===== config.mk =====
export PLATFORM = sky130hd
export DESIGN_NAME = rxr_ring_engine
export DESIGN_NICKNAME = d
export VERILOG_FILES = /design/src/rtl/rxr_pkg.sv /design/src/rtl/rxr_desc_ram.sv /design/src/rtl/rxr_ring_ptr.sv /design/src/rtl/rxr_fill_ctl.sv /design/src/rtl/rxr_ring_engine.sv
export SDC_FILE = /design/constraint.sdc
export NUM_CORES = 2
export LEC_CHECK = 0
export BUFFER_PORTS_ARGS = -buffer_cell sky130_fd_sc_hd__buf_2
export CORE_ASPECT_RATIO = 0.8
export CORE_UTILIZATION = 40
export CTS_CLUSTER_DIAMETER = 150
export DETAILED_ROUTE_END_ITERATION = 10
export PLACE_DENSITY = 0.54
export SYNTH_ARGS = -nofsm -noshare
export SYNTH_HDL_FRONTEND = slang
export SYNTH_SLANG_ARGS = --single-unit

===== constraint.sdc =====
create_clock -name clk -period 7.11 [get_ports clk]
set_input_delay 1.422 -clock clk [delete_from_list [all_inputs] [get_ports clk]]
set_output_delay 1.422 -clock clk [all_outputs]
set_load 0.1 [all_outputs]

===== src/rtl/rxr_pkg.sv =====
package rxr_pkg;
   localparam int ACT_BIT  = 31;
   localparam int EOR_BIT  = 30;
   localparam int FERR_BIT = 29;
   localparam int HALF_W   = 16;

   typedef enum logic [1:0] {
      ST_IDLE = 2'd0,
      ST_FILL = 2'd1,
      ST_SKIP = 2'd2
   } rxr_state_e;
endpackage


===== src/rtl/rxr_desc_ram.sv =====
module rxr_desc_ram #(
   parameter int NDESC = 8,
   parameter int IDXW  = 3
) (
   input  logic              clk,
   input  logic              rst_n,
   input  logic              hst_we,
   input  logic [IDXW+1:0]   hst_addr,
   input  logic [31:0]       hst_wdata,
   output logic [31:0]       hst_rdata,
   input  logic [IDXW-1:0]   cur_idx,
   output logic              cur_act,
   output logic              cur_eor,
   output logic [15:0]       cur_size,
   output logic [31:0]       cur_addr,
   input  logic              cmp_we,
   input  logic              cmp_ferr,
   input  logic [15:0]       cmp_len
);
   import rxr_pkg::*;

   logic [31:0] w0_a [NDESC];
   logic [31:0] w1_a [NDESC];
   logic [31:0] w2_a [NDESC];

   for (genvar d = 0; d < NDESC; d++) begin : g_ent
      logic [31:0] w0_r, w1_r, w2_r;
      logic        sel, h0, h1, h2;
      assign sel = (cur_idx == IDXW'(d));
      assign h0  = hst_we && (hst_addr == {IDXW'(d), 2'd0});
      assign h1  = hst_we && (hst_addr == {IDXW'(d), 2'd1});
      assign h2  = hst_we && (hst_addr == {IDXW'(d), 2'd2});
      always_ff @(posedge clk) begin
         if (!rst_n) begin
            w0_r <= '0;
            w1_r <= '0;
            w2_r <= '0;
         end else begin
            if (h0)
               w0_r <= hst_wdata;
            else if (cmp_we && sel)
               w0_r <= {1'b0, w0_r[EOR_BIT], cmp_ferr, w0_r[FERR_BIT-1:0]};
            if (h1)
               w1_r <= hst_wdata;
            else if (cmp_we && sel)
               w1_r <= {w1_r[31:HALF_W], cmp_len};
            if (h2)
               w2_r <= hst_wdata;
         end
      end
      assign w0_a[d] = w0_r;
      assign w1_a[d] = w1_r;
      assign w2_a[d] = w2_r;
   end

   logic [IDXW-1:0] h_ent;
   assign h_ent = hst_addr[IDXW+1:2];

   always_comb begin
      hst_rdata = '0;
      if (int'(h_ent) < NDESC) begin
         case (hst_addr[1:0])
            2'd0:    hst_rdata = w0_a[h_ent];
            2'd1:    hst_rdata = w1_a[h_ent];
            2'd2:    hst_rdata = w2_a[h_ent];
            default: hst_rdata = '0;
         endcase
      end
   end

   assign cur_act  = w0_a[cur_idx][ACT_BIT];
   assign cur_eor  = w0_a[cur_idx][EOR_BIT];
   assign cur_size = w1_a[cur_idx][31:HALF_W];
   assign cur_addr = w2_a[cur_idx];

   // completion hands the descriptor back unless the host overwrote word 0
   logic            chk_cmp_q, chk_hit_q;
   logic [IDXW-1:0] chk_idx_q;
   always_ff @(posedge clk) begin
      if (!rst_n) begin
         chk_cmp_q <= 1'b0;
         chk_hit_q <= 1'b0;
         chk_idx_q <= '0;
      end else begin
         chk_cmp_q <= cmp_we;
         chk_hit_q <= hst_we && (hst_addr == {cur_idx, 2'd0});
         chk_idx_q <= cur_idx;
      end
   end

   p_act_cleared_r3: assert property (@(posedge clk) disable iff (!rst_n)
      (chk_cmp_q && !chk_hit_q) |-> !w0_a[chk_idx_q][ACT_BIT]);
endmodule


===== src/rtl/rxr_ring_ptr.sv =====
module rxr_ring_ptr #(
   parameter int NDESC = 8,
   parameter int IDXW  = 3
) (
   input  logic            clk,
   input  logic            rst_n,
   input  logic            adv,
   input  logic            eor,
   output logic [IDXW-1:0] idx
);
   logic [IDXW-1:0] idx_q, nxt;

   if (NDESC == (1 << IDXW)) begin : g_pow2
      assign nxt = idx_q + 1'b1;
   end else begin : g_cmp
      assign nxt = (idx_q == IDXW'(NDESC - 1)) ? '0 : idx_q + 1'b1;
   end

   always_ff @(posedge clk) begin
      if (!rst_n)
         idx_q <= '0;
      else if (adv)
         idx_q <= eor ? '0 : nxt;
   end

   assign idx = idx_q;

   p_eor_wrap_r6: assert property (@(posedge clk) disable iff (!rst_n)
      (adv && eor) |=> (idx_q == '0));
   p_step_r6: assert property (@(posedge clk) disable iff (!rst_n)
      (adv && !eor && idx_q != IDXW'(NDESC - 1)) |=> (idx_q == $past(idx_q) + 1'b1));
endmodule


===== src/rtl/rxr_fill_ctl.sv =====
module rxr_fill_ctl #(
   parameter int ALIGN = 5,
   parameter int CNT_W = 16
) (
   input  logic             clk,
   input  logic             rst_n,
   input  logic             in_valid,
   input  logic             in_sof,
   input  logic             in_eof,
   input  logic             in_err,
   input  logic [7:0]       in_data,
   input  logic             req_set,
   input  logic             cur_act,
   input  logic [15:0]      cur_size,
   input  logic [31:ALIGN]  cur_addr_hi,
   output logic             buf_we,
   output logic [31:0]      buf_addr,
   output logic [7:0]       buf_data,
   output logic             cmp_we,
   output logic             cmp_ferr,
   output logic [15:0]      cmp_len,
   output logic             rx_req,
   output logic [CNT_W-1:0] drop_cnt
);
   import rxr_pkg::*;

   rxr_state_e       st_q, st_n;
   logic [31:0]      base_q, base_n;
   logic [15:0]      size_q, size_n, cnt_q, cnt_c, cnt_nx;
   logic             err_q, err_c, ovf_q, ovf_c;
   logic             req_q;
   logic [CNT_W-1:0] drop_q;
   logic             start, take, drop, in_frame, room, wr;

   assign start    = in_valid && in_sof && (st_q == ST_IDLE);
   assign take     = start && req_q && cur_act;
   assign drop     = start && !take;
   assign in_frame = take || (in_valid && st_q == ST_FILL);

   assign base_n = take ? {cur_addr_hi, {ALIGN{1'b0}}} : base_q;
   assign size_n = take ? cur_size : size_q;
   assign cnt_c  = take ? '0 : cnt_q;
   assign err_c  = take ? 1'b0 : err_q;
   assign ovf_c  = take ? 1'b0 : ovf_q;
   assign room   = cnt_c < size_n;
   assign wr     = in_frame && room;
   assign cnt_nx = cnt_c + 16'(wr);

   assign cmp_we   = in_frame && in_eof;
   assign cmp_len  = cnt_nx;
   assign cmp_ferr = err_c || in_err || ovf_c || !room;

   always_comb begin
      st_n = st_q;
      case (st_q)
         ST_IDLE: if (take && !in_eof) st_n = ST_FILL;
                  else if (drop && !in_eof) st_n = ST_SKIP;
         ST_FILL: if (in_valid && in_eof) st_n = ST_IDLE;
         ST_SKIP: if (in_valid && in_eof) st_n = ST_IDLE;
         default: st_n = ST_IDLE;
      endcase
   end

   always_ff @(posedge clk) begin
      if (!rst_n) begin
         st_q     <= ST_IDLE;
         base_q   <= '0;
         size_q   <= '0;
         cnt_q    <= '0;
         err_q    <= 1'b0;
         ovf_q    <= 1'b0;
         req_q    <= 1'b0;
         drop_q   <= '0;
         buf_we   <= 1'b0;
         buf_addr <= '0;
         buf_data <= '0;
      end else begin
         st_q   <= st_n;
         base_q <= base_n;
         size_q <= size_n;
         if (in_frame) begin
            cnt_q <= cnt_nx;
            err_q <= err_c || in_err;
            ovf_q <= ovf_c || !room;
         end
         if (req_set)
            req_q <= 1'b1;
         else if (drop && req_q)
            req_q <= 1'b0;
         if (drop && drop_q != '1)
            drop_q <= drop_q + 1'b1;
         buf_we   <= wr;
         buf_addr <= base_n + {16'd0, cnt_c};
         buf_data <= in_data;
      end
   end

   assign rx_req   = req_q;
   assign drop_cnt = drop_q;

   // offset of the last written byte, kept for the bounds check
   logic [15:0] chk_off_q;
   always_ff @(posedge clk) begin
      if (!rst_n) chk_off_q <= '0;
      else        chk_off_q <= cnt_c;
   end

   p_in_bounds_r4: assert property (@(posedge clk) disable iff (!rst_n)
      buf_we |-> (chk_off_q < size_q));
   p_len_fits_r4: assert property (@(posedge clk) disable iff (!rst_n)
      cmp_we |-> (cmp_len <= size_n));
   p_drop_clears_r8: assert property (@(posedge clk) disable iff (!rst_n)
      (drop && req_q && !req_set) |=> !rx_req);
   p_drop_count_r8: assert property (@(posedge clk) disable iff (!rst_n)
      (drop && drop_q != '1) |=> (drop_cnt == $past(drop_cnt) + 1'b1));
   p_set_wins_r9: assert property (@(posedge clk) disable iff (!rst_n)
      req_set |=> rx_req);
endmodule


===== src/rtl/rxr_ring_engine.sv =====
module rxr_ring_engine #(
   parameter  int NDESC = 8,
   parameter  int ALIGN = 5,
   parameter  int CNT_W = 16,
   localparam int IDXW  = (NDESC > 1) ? $clog2(NDESC) : 1
) (
   input  logic             clk,
   input  logic             rst_n,
   input  logic             in_valid,
   input  logic             in_sof,
   input  logic             in_eof,
   input  logic             in_err,
   input  logic [7:0]       in_data,
   input  logic             req_set,
   output logic             rx_req,
   output logic [CNT_W-1:0] drop_cnt,
   output logic             buf_we,
   output logic [31:0]      buf_addr,
   output logic [7:0]       buf_data,
   input  logic             hst_we,
   input  logic [IDXW+1:0]  hst_addr,
   input  logic [31:0]      hst_wdata,
   output logic [31:0]      hst_rdata
);
   if (NDESC < 2) begin : g_bad_depth
      $error("rxr_ring_engine: NDESC must be at least 2");
   end
   if (ALIGN < 1 || ALIGN > 12) begin : g_bad_align
      $error("rxr_ring_engine: ALIGN must lie in 1..12");
   end
   if (CNT_W < 1 || CNT_W > 32) begin : g_bad_cnt
      $error("rxr_ring_engine: CNT_W must lie in 1..32");
   end

   logic [IDXW-1:0] cur_idx;
   logic            cur_act, cur_eor, cmp_we, cmp_ferr;
   logic [15:0]     cur_size, cmp_len;
   logic [31:0]     cur_addr;

   rxr_desc_ram #(.NDESC(NDESC), .IDXW(IDXW)) u_ram (
      .clk(clk), .rst_n(rst_n),
      .hst_we(hst_we), .hst_addr(hst_addr), .hst_wdata(hst_wdata), .hst_rdata(hst_rdata),
      .cur_idx(cur_idx), .cur_act(cur_act), .cur_eor(cur_eor),
      .cur_size(cur_size), .cur_addr(cur_addr),
      .cmp_we(cmp_we), .cmp_ferr(cmp_ferr), .cmp_len(cmp_len)
   );

   rxr_ring_ptr #(.NDESC(NDESC), .IDXW(IDXW)) u_ptr (
      .clk(clk), .rst_n(rst_n), .adv(cmp_we), .eor(cur_eor), .idx(cur_idx)
   );

   logic [ALIGN-1:0] addr_lo_unused;
   assign addr_lo_unused = cur_addr[ALIGN-1:0];

   rxr_fill_ctl #(.ALIGN(ALIGN), .CNT_W(CNT_W)) u_fill (
      .clk(clk), .rst_n(rst_n),
      .in_valid(in_valid), .in_sof(in_sof), .in_eof(in_eof), .in_err(in_err), .in_data(in_data),
      .req_set(req_set),
      .cur_act(cur_act), .cur_size(cur_size), .cur_addr_hi(cur_addr[31:ALIGN]),
      .buf_we(buf_we), .buf_addr(buf_addr), .buf_data(buf_data),
      .cmp_we(cmp_we), .cmp_ferr(cmp_ferr), .cmp_len(cmp_len),
      .rx_req(rx_req), .drop_cnt(drop_cnt)
   );

   p_aligned_r7: assert property (@(posedge clk) disable iff (!rst_n)
      (in_valid && in_sof && rx_req && cur_act && cur_size != 16'd0) |=>
      (buf_we && buf_addr[ALIGN-1:0] == '0));
endmodule


==> Yosys cells after proc, flatten, opt, wreduce, memory -nomap -nowiden <==
Index checks and enable logic that the tools add are counted.
{ "word_totals": {"regBits": 897, "in_bits": 53, "out_inout_bits": 90, "word_cells": 237} }
{ "classes": {"addsub": 4, "magnitude_cmp": 3, "eq_ne": 37, "n_mux": 63, "n_bitwise": 2, "reduce_logical": 76} }
{ "op_table": {"columns": ["operator", "count"], "rows": [
  ["$mux 32", 37],
  ["$bmux 32 s3", 6],
  ["$mux 16", 10],
  ["$pmux 32 s3", 1],
  ["$eq 5x5->1 const B", 12],
  ["$logic_and 1x1->1", 45],
  ["$reduce_bool 2->1", 17],
  ["$add 32x16->32", 1],
  ["$eq 5x4->1 const B", 6],
  ["$add 16x1->16", 1],
  ["$add 16x1->16 const B", 1],
  ["$lt 16x16->1", 1],
  ["$ne 16x16->1 const B", 1],
  ["$eq 5x3->1 const B", 3],
  ["$eq 3x3->1 const B", 4],
  ["$ge 4x4->1 const B", 2],
  ["$not 3->4", 2],
  ["$eq 3x2->1 const B", 2],
  ["$mux 2", 3],
  ["$eq 5x1->1 const B", 1],
  ["$eq 5x2->1 const B", 1],
  ["$logic_not 5->1", 1],
  ["$logic_or 1x1->1", 5],
  ["$eq 2x1->1 const B", 2],
  ["13 further kinds", 20]
]} }

==> Logic depth before layout (Yosys ltp) <==
{ "depth": {"word_depth": 11, "mapped_depth": 25, "depth_no_buf": 21} }

==> By module <==
A second synthesis with hierarchy kept.
{ "unflattened": {"hier_cells": 4908, "area_unflattened_um2": 45952.8} }
{ "modules_own_cells": {"columns": ["module", "instances", "cells_each", "area_per_inst_um2", "seq_area_each_um2"], "rows": [
  ["rxr_desc_ram", 1, 4162, 39442.8, 15374.7],
  ["rxr_fill_ctl", 1, 731, 6362.4, 2522.4],
  ["rxr_ring_ptr", 1, 15, 147.6, 60.1]
]} }

==> Least setup slack after synthesis <==
No wires, ideal clock.
{ "synth_path": {"kind": "input -> output", "from": "in hst_addr[2]", "to": "out hst_rdata[10]", "t_arrival_ns": 4.934, "required_time_ns": 5.688, "path_slack_ns": 0.754, "cell_stages": 6, "path_cell_list": "clkbuf_1 clkbuf_1 buf_1 mux4_2 mux2i_1 o21ai_0"} }
{ "synth_via": {"elab_chain_cells": 5, "word_cells_on_any_way": 11} }
{ "synth_rtl": {"columns": ["item", "line_no", "rtl"], "rows": [
  ["start, declared", "rxr_ring_engine.sv:21", "input logic [IDXW+1:0] hst_addr,"],
  ["$not 3->4 (not written as such) *", "rxr_desc_ram.sv:63, rxr_desc_ram.sv:64, rxr_desc_ram.sv:65", null],
  ["$bmux 32 s3, on equally long branches", "rxr_desc_ram.sv:65, rxr_desc_ram.sv:63, rxr_desc_ram.sv:64", null],
  ["$mux 32, on equally long branches (2 in series)", "rxr_desc_ram.sv:65, rxr_desc_ram.sv:63, rxr_desc_ram.sv:64", null],
  ["$pmux 32 s3 *", "rxr_desc_ram.sv:62", "case (hst_addr[1:0])"],
  ["end, declared", "rxr_ring_engine.sv:23", "output logic [31:0] hst_rdata"]
]} }
Mark *: on every way between the ends. The rest lies on a longest branch, timed or not. The select of a mux whose other input is x is not followed.

==> Worst setup path after layout <==
{ "layout_path": {"from": "reg u_ptr.idx_q[1] (netlist: u_ptr.idx[1])", "to": "reg u_ram.g_ent[1].w1_r[11]"} }
{ "layout_via": {"elab_chain_cells": 11, "word_cells_on_any_way": 20} }
{ "layout_rtl": {"columns": ["item", "line_no", "rtl"], "rows": [
  ["start, declared", "rxr_ring_ptr.sv:11", "logic [IDXW-1:0] idx_q, nxt;"],
  ["start signal, assigned", "rxr_ring_ptr.sv:23", "idx_q <= eor ? '0 : nxt;"],
  ["$not 3->4 (not written as such) *", "rxr_desc_ram.sv:71, rxr_desc_ram.sv:73", null],
  ["$bmux 32 s3", "rxr_desc_ram.sv:71", "assign cur_act = w0_a[cur_idx][ACT_BIT];"],
  ["$mux 32 (not written as such) (2 in series)", "rxr_desc_ram.sv:71", null],
  ["$logic_and 1x1->1", "rxr_fill_ctl.sv:36", "assign take = start && req_q && cur_act;"],
  ["$mux 16, on equally long branches", "rxr_fill_ctl.sv:42, rxr_fill_ctl.sv:41", null],
  ["$lt 16x16->1", "rxr_fill_ctl.sv:45", "assign room = cnt_c < size_n;"],
  ["$logic_and 1x1->1 *", "rxr_fill_ctl.sv:46", "assign wr = in_frame && room;"],
  ["via u_fill.wr", "rxr_fill_ctl.sv:33", "logic start, take, drop, in_frame, room, wr;"],
  ["$add 16x1->16 *", "rxr_fill_ctl.sv:47", "assign cnt_nx = cnt_c + 16'(wr);"],
  ["$mux 16 *", "rxr_desc_ram.sv:45", "else if (cmp_we && sel)"],
  ["$mux 32 *", "rxr_desc_ram.sv:43", "if (h1)"],
  ["end signal, assigned", "rxr_desc_ram.sv:44", "w1_r <= hst_wdata;"],
  ["end signal, assigned", "rxr_desc_ram.sv:46", "w1_r <= {w1_r[31:HALF_W], cmp_len};"],
  ["end, declared", "rxr_desc_ram.sv:27", "logic [31:0] w0_r, w1_r, w2_r;"]
]} }
The timed path passes the listed nets; every way through them passes the cells marked *. The select of a mux whose other input is x is not followed.
A chain may end at the register's enable or synchronous reset.

==> flow_summary_export.csv <==
group,metric,value,unit
logic_synthesis,synth.most_common_cell,"nand2_1",
worst_setup_path,cp.required,7.70,ns
cts,cts_setup_buffers,0,
logic_synthesis,ys_warn_count,0,
sta,tightest_slew,1.32,ns
worst_setup_path,max_stage_delay,0.58,ns
sta,relSlewSlack,12.1,%
logic_synthesis,syn-cell-area,0.0428,sq mm
pwr,p_int,8.30,mW
logic_synthesis,ys_types,77,
logic_synthesis,synthSimpleGateAreaFrac,19.5,%
grt,grt_pass1_vias,35400,
pwr,clkPwrFrac,48.1,%
grt,grt_max_degree,164,
cells_and_area,drive_gt1_share,15.8,%
logic_synthesis,synth_mux_area_share,17.8,%
logic_synthesis,yosysTopAreaCellShare,41.9,%
floorplanning,start_util,40.7,%
worst_setup_path,crit_type,"reg2reg",
logic_synthesis,synth_top_flop_cell,"dfxtp_1",
worst_setup_path,crit_path_max_fanout,24,
sta,fin_worst_skew,0.0303,ns
logic_synthesis,synth_fa_ha_area_share,1.22,%
worst_setup_path,start_kind,"flop",
floorplanning,die_w,368,microns
floorplanning,core_area,0.105,sq mm
cts,path_clk_slew,0.06,ns
cts,cts_tree,"done",
worst_setup_path,cp-end-kind,"flop",
grt,grt_overflow_total,0,
detailed_routing,wl_per_cell,25.4,microns
floorplanning,die_area,0.108,sq mm
sta,drv_slew,0,
flow_run,max_cap_viol_count,0,
pwr,p_comb_share,5.5,%
pwr,p_sw_share,24.3,%
logic_synthesis,synthTopCellsByCount,"nand2_1, dfxtp_1, a21oi_1",
grt,grt_usage,29.2,%
worst_setup_path,crit_arrival,6.39,ns
sta,setup_slack,1.32,ns
worst_setup_path,path_cells,"mux4_2, mux2_4, nand2_1, buf_4, and2_1, ha_1, a21o_1, a21o_1, a211oi_1, buf_4, nand2_1, nor2_1, ha_1, and3_1, and3_1, o21ai_1, nor4_4, xor2_2, nor2_1, o32ai_1",
worst_hold_path,min-delay-path-class,"reg2reg",
status,status,"finished, final reports clean",
logic_synthesis,yosysTopAreaCell,"dfxtp_1",
logic_synthesis,syn_inst,4976,
grt,grt_pass1_wl,238,mm
cts,clock_path_buffers,3,
detailed_routing,finalWirelength,161,mm
cts,cts_sinks,897,
cts,root_buffer,"clkbuf_16",
logic_synthesis,synth_xor_area_share,0.944,%
sta,final-setup-viol-count,0,
sta,fin_crit_sh,81.5,%
detailed_routing,dr.pass1.iters,5,
pwr,ir_worst_vdd,175,uV
detailed_routing,vias_per_cell,5.92,
floorplanning,row_count,106,
logic_synthesis,seq_area_frac_synth,41.9,%
sta,min_period,5.79,ns
pwr,switching_power,2.67,mW
floorplanning,ios,143,
detailed_routing,ant_nets,0,
sta,rsz0062_at_grt,"false",
logic_synthesis,ys_ff_latch,897,
sta,fin_setup_tns,0,ns
pwr,sequentialPowerShare,46.4,%
grt,antenna_found_initial,4,
cts,insertion_delay,0.70,ns
logic_synthesis,ys_async_sr_fraction,0,%
floorplanning,die_y,295,microns
sta,hold_viol_final,0,
cells_and_area,syn_to_final_growth,11.9,%
worst_setup_path,critPathSlowestCell,"mux4_2",
pwr,p_leak,16.0,nW
logic_synthesis,synth-compound-area-share,14.2,%
cells_and_area,fin_nets,4959,
placement,dp_slack,0.784,ns
cts,cts_resized,0,
placement,gp_congestion,0.884,
pwr,p_per_area,229,mW/mm^2
cts,cts_buffers,95,
detailed_routing,num_vias,37600,
logic_synthesis,yosys-top-cells-area,"dfxtp_1, mux4_2, nand2_1",
logic_synthesis,syn_nets,5070,
logic_synthesis,synth_top_family_by_area,"simple AND/OR/NAND/NOR gates",
placement,dpl.hpwl,97.7,mm
worst_setup_path,r2r_slack,1.32,ns
detailed_routing,drc,0,
detailed_routing,drt_iter0_markers,4563,
logic_synthesis,synth_edf_count,0,
placement,portBuffers,142,
cts,htreeDepth,3,
logic_synthesis,avgSynthCellArea,8.60,sq um
sta,fmax,173,MHz
cts,ctsHoldBuffers,0,
[critical path, delay by kind of cell, from the launching register on]
family          cells  cell delay (ns)
simple gates        8             1.84
buf+inv             2             0.51
mux                 2             0.97
compound gates      5             1.01
fa+ha+maj           2             0.51
flops               1             0.38
xor+xnor            1             0.45
[metrics by stage]
stage	cell area, sq um	std cells	hold WS, ns	power (mW)	util, %
after global placement	44600	6172	0.438	5.79	42.4
after CTS	47900	6346	0.452	11.0	45.5
final	47900	6347	0.450	11.0	45.5
after floorplan	42800	4976	0.432	5.58	-
after detailed placement	44600	6172	0.444	5.79	42.4
after global routing	47900	6346	0.465	11.3	45.5
[worst paths after layout]
path | startpoint | end | cells after the start
worst max register to register | u_ptr.idx[1]$_SDFFE_PN0P_ | u_ram.g_ent[1].w1_r[11]$_SDFFE_PN0P_ | 20
worst min register to register | u_ram.g_ent[0].w0_r[21]$_SDFFE_PN0P_ | u_ram.g_ent[0].w0_r[21]$_SDFFE_PN0P_ | 2
worst min-delay path | u_ram.g_ent[0].w0_r[21]$_SDFFE_PN0P_ | u_ram.g_ent[0].w0_r[21]$_SDFFE_PN0P_ | 2
worst max-delay path | u_ptr.idx[1]$_SDFFE_PN0P_ | u_ram.g_ent[1].w1_r[11]$_SDFFE_PN0P_ | 20
[layer usage]
metal / vias to the layer above / track usage (%) / routed length (microns)
met3: 275 / 5.89 / 15100
met2: 1825 / 44.9 / 71600
met4: 6 / 8.85 / 4770
met1: 18500 / 41.3 / 69800
met5: - / 0 / 31
li1: 17000 / - / -
[area by class of cell]
class                           count  area (sq um)
Antenna cell                        1          2.50
Clock buffer                      142          2880
Tap cell                         1404          1760
Timing Repair Buffer              238          1580
Fill cell                       10300         57400
Inverter                           25           101
Sequential cell                   897         18000
Multi-Input combinational cell   3608         23200
Clock inverter                     32           397
[power groups by stage]
| stage | combinational, mW | sequential [mW] | clock, mW |
|---|---|---|---|
| floorplan | 0.363 | 5.22 | 0 |
| global placement | 0.597 | 5.20 | 0 |
| detailed placement | 0.598 | 5.20 | 0 |
| CTS | 0.599 | 5.08 | 5.35 |
| global route | 0.636 | 5.09 | 5.56 |
| finish | 0.608 | 5.08 | 5.28 |
[logic make-up (layout without fill, tap and decap cells)]
kind of cell / after synthesis / count (layout)
DFF: 897 / 897
other: 0 / 1
adders and majority gates: 41 / 41
and+or+nand+nor: 2083 / 2083
xor gates and xnor gates: 38 / 38
AOI/OAI and AO/OA: 1039 / 1039
muxes: 407 / 407
buffers and inverters: 471 / 437
[sequential cells by signal (all words and copies together), names as in the netlist, 2 cells and up]
register	flops
u_fill.size_q	16
u_fill.buf_addr	32
u_fill.base_q	32
u_fill.st_q	2
u_fill.buf_data	8
u_ptr.idx	3
u_ram.g_ent.w1_r	256
u_fill.cnt_q	16
u_fill.drop_cnt	16
u_ram.g_ent.w2_r	256
u_ram.g_ent.w0_r	256
[placed cells by master (no fill, tap or decap), types with 52 or more instances in the layout]
master,count
nand2_1,1564
dfxtp_1,894
a21oi_1,716
mux4_2,282
nor2_1,265
buf_2,139
mux2i_1,109
clkbuf_16,97
buf_4,86
o21ai_0,62
a311oi_1,56
nand3_1,52
Note: power is estimated with default switching activity, not from simulation.
